File: src/rtl/gws_pkg.sv
package gws_pkg;

    typedef enum logic [1:0] {
        OP_WRITE = 2'b00,
        OP_SLEEP = 2'b01,
        OP_WAKE  = 2'b10,
        OP_NONE  = 2'b11
    } gws_op_e;

    typedef enum logic [2:0] {
        S_IDLE,
        S_LEAD,
        S_HIGH,
        S_LOW,
        S_TAIL,
        S_APPLY,
        S_WAKE,
        S_FIN
    } gws_state_e;

    function automatic int gws_max(input int a, input int b);
        return (a > b) ? a : b;
    endfunction

endpackage

File: src/rtl/gws_delay.sv
module gws_delay #(
    parameter int TW = 4
) (
    input  logic          clk,
    input  logic          rst_n,
    input  logic          load_i,
    input  logic [TW-1:0] val_i,
    output logic          zero_o
);

    logic [TW-1:0] cnt_q;

    always_ff @(posedge clk) begin
        if (!rst_n) begin
            cnt_q <= '0;
        end else if (load_i) begin
            cnt_q <= val_i;
        end else if (cnt_q != '0) begin
            cnt_q <= cnt_q - 1'b1;
        end
    end

    assign zero_o = (cnt_q == '0);

endmodule

File: src/rtl/gws_sreg.sv
module gws_sreg #(
    parameter int W = 8
) (
    input  logic         clk,
    input  logic         rst_n,
    input  logic         load_i,
    input  logic [W-1:0] din_i,
    input  logic         shift_i,
    output logic         bit_o,
    output logic         last_o
);

    localparam int IW = (W > 1) ? $clog2(W) : 1;

    logic [W-1:0]  sh_q;
    logic [IW-1:0] idx_q;

    always_ff @(posedge clk) begin
        if (!rst_n) begin
            sh_q  <= '0;
            idx_q <= '0;
        end else if (load_i) begin
            sh_q  <= din_i;
            idx_q <= '0;
        end else if (shift_i) begin
            sh_q  <= {sh_q[W-2:0], 1'b0};
            idx_q <= idx_q + 1'b1;
        end
    end

    assign bit_o  = sh_q[W-1];
    assign last_o = (idx_q == IW'(W - 1));


    no_extra_shift_chk: assert property (@(posedge clk) disable iff (!rst_n)
        shift_i |-> !last_o);

endmodule

File: src/rtl/gain_wr_seq.sv
module gain_wr_seq
    import gws_pkg::*;
#(
    parameter int WORD_W      = 8,
    parameter int CLK_HI      = 2,
    parameter int CLK_LO      = 2,
    parameter int EN_SETUP    = 2,
    parameter int EN_HOLD     = 1,
    parameter int GAIN_SETTLE = 3,
    parameter int PD_SETTLE   = 5
) (
    input  logic              clk,
    input  logic              rst_n,
    input  logic              req_valid,
    input  logic [1:0]        req_op,
    input  logic [WORD_W-1:0] req_gain,
    output logic              busy,
    output logic              done,
    output logic              xfer_en,
    output logic              ser_clk,
    output logic              ser_data,
    output logic              amp_on
);

    localparam int DLY_MAX = gws_max(gws_max(gws_max(CLK_HI, CLK_LO), gws_max(EN_SETUP, EN_HOLD)),
                                     gws_max(GAIN_SETTLE, PD_SETTLE));
    localparam int TW = (DLY_MAX > 1) ? $clog2(DLY_MAX) : 1;

    gws_state_e    state_q, state_d;
    logic          wake_q;
    logic          amp_q;
    logic          busy_q, done_q, xfer_en_q, ser_clk_q;
    logic          accept, op_load, op_sleep;
    logic          tmr_load, tmr_zero;
    logic [TW-1:0] tmr_val;
    logic          sr_shift, sr_bit, sr_last;

    assign accept   = (state_q == S_IDLE) && req_valid;
    assign op_load  = accept && ((req_op == OP_WRITE) || (req_op == OP_WAKE));
    assign op_sleep = accept && (req_op == OP_SLEEP);

    // next-state logic
    always_comb begin
        state_d = state_q;
        unique case (state_q)
            S_IDLE:  if (op_load) state_d = S_LEAD;
                     else if (op_sleep) state_d = S_FIN;
            S_LEAD:  if (tmr_zero) state_d = S_HIGH;
            S_HIGH:  if (tmr_zero) state_d = sr_last ? S_TAIL : S_LOW;
            S_LOW:   if (tmr_zero) state_d = S_HIGH;
            S_TAIL:  if (tmr_zero) state_d = S_APPLY;
            S_APPLY: if (tmr_zero) state_d = wake_q ? S_WAKE : S_FIN;
            S_WAKE:  if (tmr_zero) state_d = S_FIN;
            S_FIN:   state_d = S_IDLE;
            default: state_d = S_IDLE;
        endcase
    end

    // phase timer reload on every state change
    assign tmr_load = (state_d != state_q);
    always_comb begin
        unique case (state_d)
            S_LEAD:  tmr_val = TW'(EN_SETUP - 1);
            S_HIGH:  tmr_val = TW'(CLK_HI - 1);
            S_LOW:   tmr_val = TW'(CLK_LO - 1);
            S_TAIL:  tmr_val = TW'(EN_HOLD - 1);
            S_APPLY: tmr_val = TW'(GAIN_SETTLE - 1);
            S_WAKE:  tmr_val = TW'(PD_SETTLE - 1);
            default: tmr_val = '0;
        endcase
    end

    gws_delay #(.TW(TW)) u_timer (
        .clk    (clk),
        .rst_n  (rst_n),
        .load_i (tmr_load),
        .val_i  (tmr_val),
        .zero_o (tmr_zero)
    );

    // data advances on the same edge that drops the serial clock
    assign sr_shift = (state_q == S_HIGH) && (state_d == S_LOW);

    gws_sreg #(.W(WORD_W)) u_sreg (
        .clk     (clk),
        .rst_n   (rst_n),
        .load_i  (op_load),
        .din_i   (req_gain),
        .shift_i (sr_shift),
        .bit_o   (sr_bit),
        .last_o  (sr_last)
    );

    // state register
    always_ff @(posedge clk) begin
        if (!rst_n) begin
            state_q <= S_IDLE;
            wake_q  <= 1'b0;
            amp_q   <= 1'b0;
        end else begin
            state_q <= state_d;
            if (accept) begin
                wake_q <= (req_op == OP_WAKE);
            end
            if (op_sleep || (op_load && (req_op == OP_WAKE))) begin
                amp_q <= 1'b0;
            end else if ((state_q == S_APPLY) && (state_d == S_WAKE)) begin
                amp_q <= 1'b1;
            end
        end
    end

    // registered outputs, decoded from the next state
    always_ff @(posedge clk) begin
        if (!rst_n) begin
            busy_q    <= 1'b0;
            done_q    <= 1'b0;
            xfer_en_q <= 1'b1;
            ser_clk_q <= 1'b0;
        end else begin
            busy_q    <= (state_d != S_IDLE);
            done_q    <= (state_d == S_FIN);
            xfer_en_q <= !((state_d == S_LEAD) || (state_d == S_HIGH) ||
                           (state_d == S_LOW)  || (state_d == S_TAIL));
            ser_clk_q <= (state_d == S_HIGH);
        end
    end

    assign busy     = busy_q;
    assign done     = done_q;
    assign xfer_en  = xfer_en_q;
    assign ser_clk  = ser_clk_q;
    assign ser_data = sr_bit & ~xfer_en_q;
    assign amp_on   = amp_q;


    idle_clk_chk: assert property (@(posedge clk) disable iff (!rst_n)
        ser_clk_q |-> !xfer_en_q);


    data_hold_chk: assert property (@(posedge clk) disable iff (!rst_n)
        (ser_clk_q && $past(ser_clk_q)) |-> $stable(ser_data));


    done_pulse_chk: assert property (@(posedge clk) disable iff (!rst_n)
        done_q |=> !done_q);


    wake_order_chk: assert property (@(posedge clk) disable iff (!rst_n)
        $rose(amp_q) |-> (xfer_en_q && busy_q));


    start_idle_chk: assert property (@(posedge clk) disable iff (!rst_n)
        $fell(xfer_en_q) |-> !$past(busy_q));

endmodule

File: config.mk
export PLATFORM = sky130hd
export DESIGN_NAME = gain_wr_seq
export DESIGN_NICKNAME = d
export VERILOG_FILES = /design/src/rtl/gws_pkg.sv /design/src/rtl/gws_delay.sv /design/src/rtl/gws_sreg.sv /design/src/rtl/gain_wr_seq.sv
export SDC_FILE = /design/constraint.sdc
export NUM_CORES = 1
export LEC_CHECK = 0
export ABC_AREA = 1
export CORE_ASPECT_RATIO = 0.75
export CORE_MARGIN = 1.5
export CORE_UTILIZATION = 55
export CTS_BUF_LIST = sky130_fd_sc_hd__clkbuf_4
export CTS_CLUSTER_DIAMETER = 60
export DETAILED_ROUTE_END_ITERATION = 6
export PLACE_DENSITY = 0.78
export SYNTH_ARGS = -nofsm -noshare
export SYNTH_HDL_FRONTEND = slang
export SYNTH_SLANG_ARGS = --single-unit
File: constraint.sdc
create_clock -name clk -period 2.2 [get_ports clk]
set_input_delay 0.33 -clock clk [delete_from_list [all_inputs] [get_ports clk]]
set_output_delay 0.33 -clock clk [all_outputs]
set_load 0.02 [all_outputs]
==> results.yml <==
setup_path:
  crit_slowest_cell: "dfxtp_1"
  cpPeakStageDelay_ns: 0.35
  critical_path.cell_chain: "ha_1 -> ha_1 -> nand3_1 -> nand2_1 -> o211ai_1 -> nand2_2 -> inv_2 -> nand2_4 -> o21ai_0 -> a21oi_1"
  critPathArrivalTime_ns: 2.02
  startpoint_type: "register"
  cp.required_ns: 2.41
  critical_path_class: "register to register"
  setup.worst_path.end_class: "register"
  crit_path_max_fanout: 8
  crit_top_cell: "ha_1"
die:
  dieArea_um2: 2620
  ios: 19
  start_util: 0.607
  dieHeight_um: 44.7
  rows: 14
  core_area_um2: 2100
  die_w_um: 58.6
layout:
  layout-drive-gt1-share: 0.195
  areaGrowthSynthToFinish_pct: 18.5
  finalNetCount: 213
  design_area_um2: 1510
  antenna_cells: 0
power:
  p_sw_frac: 0.489
  total_power_w: 0.00185
  p_leak_nw: 0.628
  powerDensity_nw_per_um2: 1220
  clockPowerShare: 0.113
  switchingPower_w: 0.000906
  ir_drop_uv: 759
  power_frac_comb: 0.583
  internal_power_w: 0.000947
  power_frac_seq: 0.304
sta:
  tns_ns: 0
  setup_violations: 0
  timing.final.crit_share: 0.823
  holdWs_ns: 0.478
  rsz0062_at_grt: "false"
  timing.max_slew.rel_slack: 0.687
  finalHoldViolCount: 0
  max_freq_ghz: 0.552
  tightest_slew_ns: 0.468
  fin_skew_ns: 0.00263
  period_needed_ns: 1.81
  slew_viol_final: 0
clocking:
  cts_resized: 0
  cts_root_buf: "clkbuf_4"
  cts.htree.levels: 1
  cts_tree: "done"
  clock_latency_ns: 0.32
  cts.sinks: 23
  cts_hold_buffers: 0
  clk_pin_slew_ns: 0.13
  cts-buffers-inserted: 3
  cts_buffer_depth: 2
  cts_setup_buffers: 0
routing:
  drtIter0Drc: 59
  routed_wl_um: 2780
  routedWlPerCell_um: 12.7
  drc: 0
  via_per_inst: 5.54
  first_pass_iters: 5
  vias: 1213
  final_antenna_net_count: 0
global_route:
  grt_overflow: 0
  grt_pass1_wl_um: 4880
  grt_pass1_vias: 1103
  grt_max_degree: 16
  antenna_found_initial: 0
  grt_util_all_layers: 0.245
yosys:
  synth_seq_cells: 23
  synth_area_leaders: "dfxtp_1, nand2_1, a21oi_1, nor2_1, nand2_2"
  synth_cell_types: 28
  synth_nets: 191
  synthCells: 174
  synth-edff-count: 0
  yosys_warnings: 0
  seq_area_frac_synth: 0.361
  synth.cell_area_um2: 1280
  syn_avg_cell_area_um2: 7.33
  yosys_most_used_dff: "dfxtp_1"
  synth_top_area_share: 0.361
  yosysTopAreaCell: "dfxtp_1"
  synthArstFlopShare: 0
placement:
  io_buffer_count: 18
  routabilityCongestion: 0.864
  place_hpwl_um: 2070
  place_area_um2: 1480
hold_path:
  min_path_type: "register to register"
status:
  run_status: "completed"
flow_run:
  cap_viol_max_count: 0
cells by family (layout without fill, tap and decap cells):
group | Yosys count | after routing | synth area share
compound gates | 35 | 35 | 0.150
xor+xnor | 2 | 2 | 0.0137
fa+ha+maj | 4 | 4 | 0.0392
buf+inv | 19 | 40 | 0.0578
flops | 23 | 23 | 0.361
simple gates | 91 | 91 | 0.378
cell type report:
class / count / area [µm²]
Inverter: 18 / 70.1
Multi-Input combinational cell: 132 / 742
Timing Repair Buffer: 18 / 180
Sequential cell: 23 / 460
Tap cell: 24 / 30.0
Fill cell: 172 / 589
Clock inverter: 1 / 7.51
Clock buffer: 3 / 22.5
worst max-delay path, delay by kind of cell, from the launching register on:
kind | cells | cell delay, ns
AND/OR/NAND/NOR | 4 | 0.42
adder cells (fa/ha/maj) | 2 | 0.41
AO/OA/AOI/OAI | 3 | 0.36
flip-flops | 1 | 0.35
buffers and inverters | 1 | 0.15
flip-flops by register name, summed over array words and instances (netlist names):
name / cells
ser_clk: 1
u_sreg.idx_q: 3
xfer_en: 1
state_q: 3
wake_q: 1
done: 1
busy: 1
amp_on: 1
u_timer.cnt_q: 3
u_sreg.sh_q: 8
cells in the mapped netlist (3+ instances only):
cell	n
nor2_1	19
dfxtp_1	23
nand3_1	10
o21ai_0	7
nand2_4	4
o21ai_1	3
nand2_2	9
nand4_1	3
inv_1	8
inv_2	8
a21oi_1	20
nand3_2	3
nand2_1	35
ha_1	4
per-layer routing:
layer | global-route usage | routed length (µm) | vias to the layer above
met5 | 0 | 0 | -
met4 | 0.0682 | 33 | 0
met3 | 0.0630 | 164 | 5
met2 | 0.391 | 1270 | 28
met1 | 0.335 | 1310 | 559
li1 | - | - | 621
power by group through the flow:
stage	logic [W]	registers [W]	clock network, W
2_1_floorplan	0.000821	0.000588	0
3_3_place_gp	0.00105	0.000566	0
3_5_place_dp	0.00107	0.000571	0
4_1_cts	0.00108	0.000562	0.000213
5_1_grt	0.00122	0.000571	0.000226
6_report	0.00108	0.000563	0.000209
path summary, 6_finish.rpt:
| path | startpoint | to | slack (ns) | cells past startpoint |
|---|---|---|---|---|
| min | wake_q | wake_q | 0.48 | 2 |
| max reg2reg | u_sreg.idx_q[0] | u_sreg.sh_q[3] | 0.39 | 10 |
| min reg2reg | wake_q | wake_q | 0.48 | 2 |
| max | u_sreg.idx_q[0] | u_sreg.sh_q[3] | 0.39 | 10 |
layout by cell type (no fill, tap or decap), types with 2 or more instances in the layout:
master | Yosys | routed
nand2_1 | 35 | 35
dfxtp_1 | 23 | 23
a21oi_1 | 20 | 20
nor2_1 | 19 | 19
clkdlybuf4s50_1 | 0 | 18
nand3_1 | 10 | 10
nand2_2 | 9 | 9
inv_1 | 8 | 8
inv_2 | 8 | 8
o21ai_0 | 7 | 7
nand2_4 | 4 | 4
ha_1 | 4 | 4
nand3_2 | 3 | 3
o21ai_1 | 3 | 3
nand4_1 | 3 | 3
clkbuf_4 | 0 | 3
nor2_4 | 2 | 2
o21ai_2 | 2 | 2
nor4_1 | 2 | 2
nor2_2 | 2 | 2
through the flow:
step            util  instances  setup slack (ns)
2_1_floorplan      -        174             0.651
3_3_place_gp   0.705        215             0.258
3_5_place_dp   0.705        215             0.268
4_1_cts        0.720        219             0.391
5_1_grt        0.720        219             0.203
6_report       0.720        219             0.390
(Power assumes the default switching activity.)
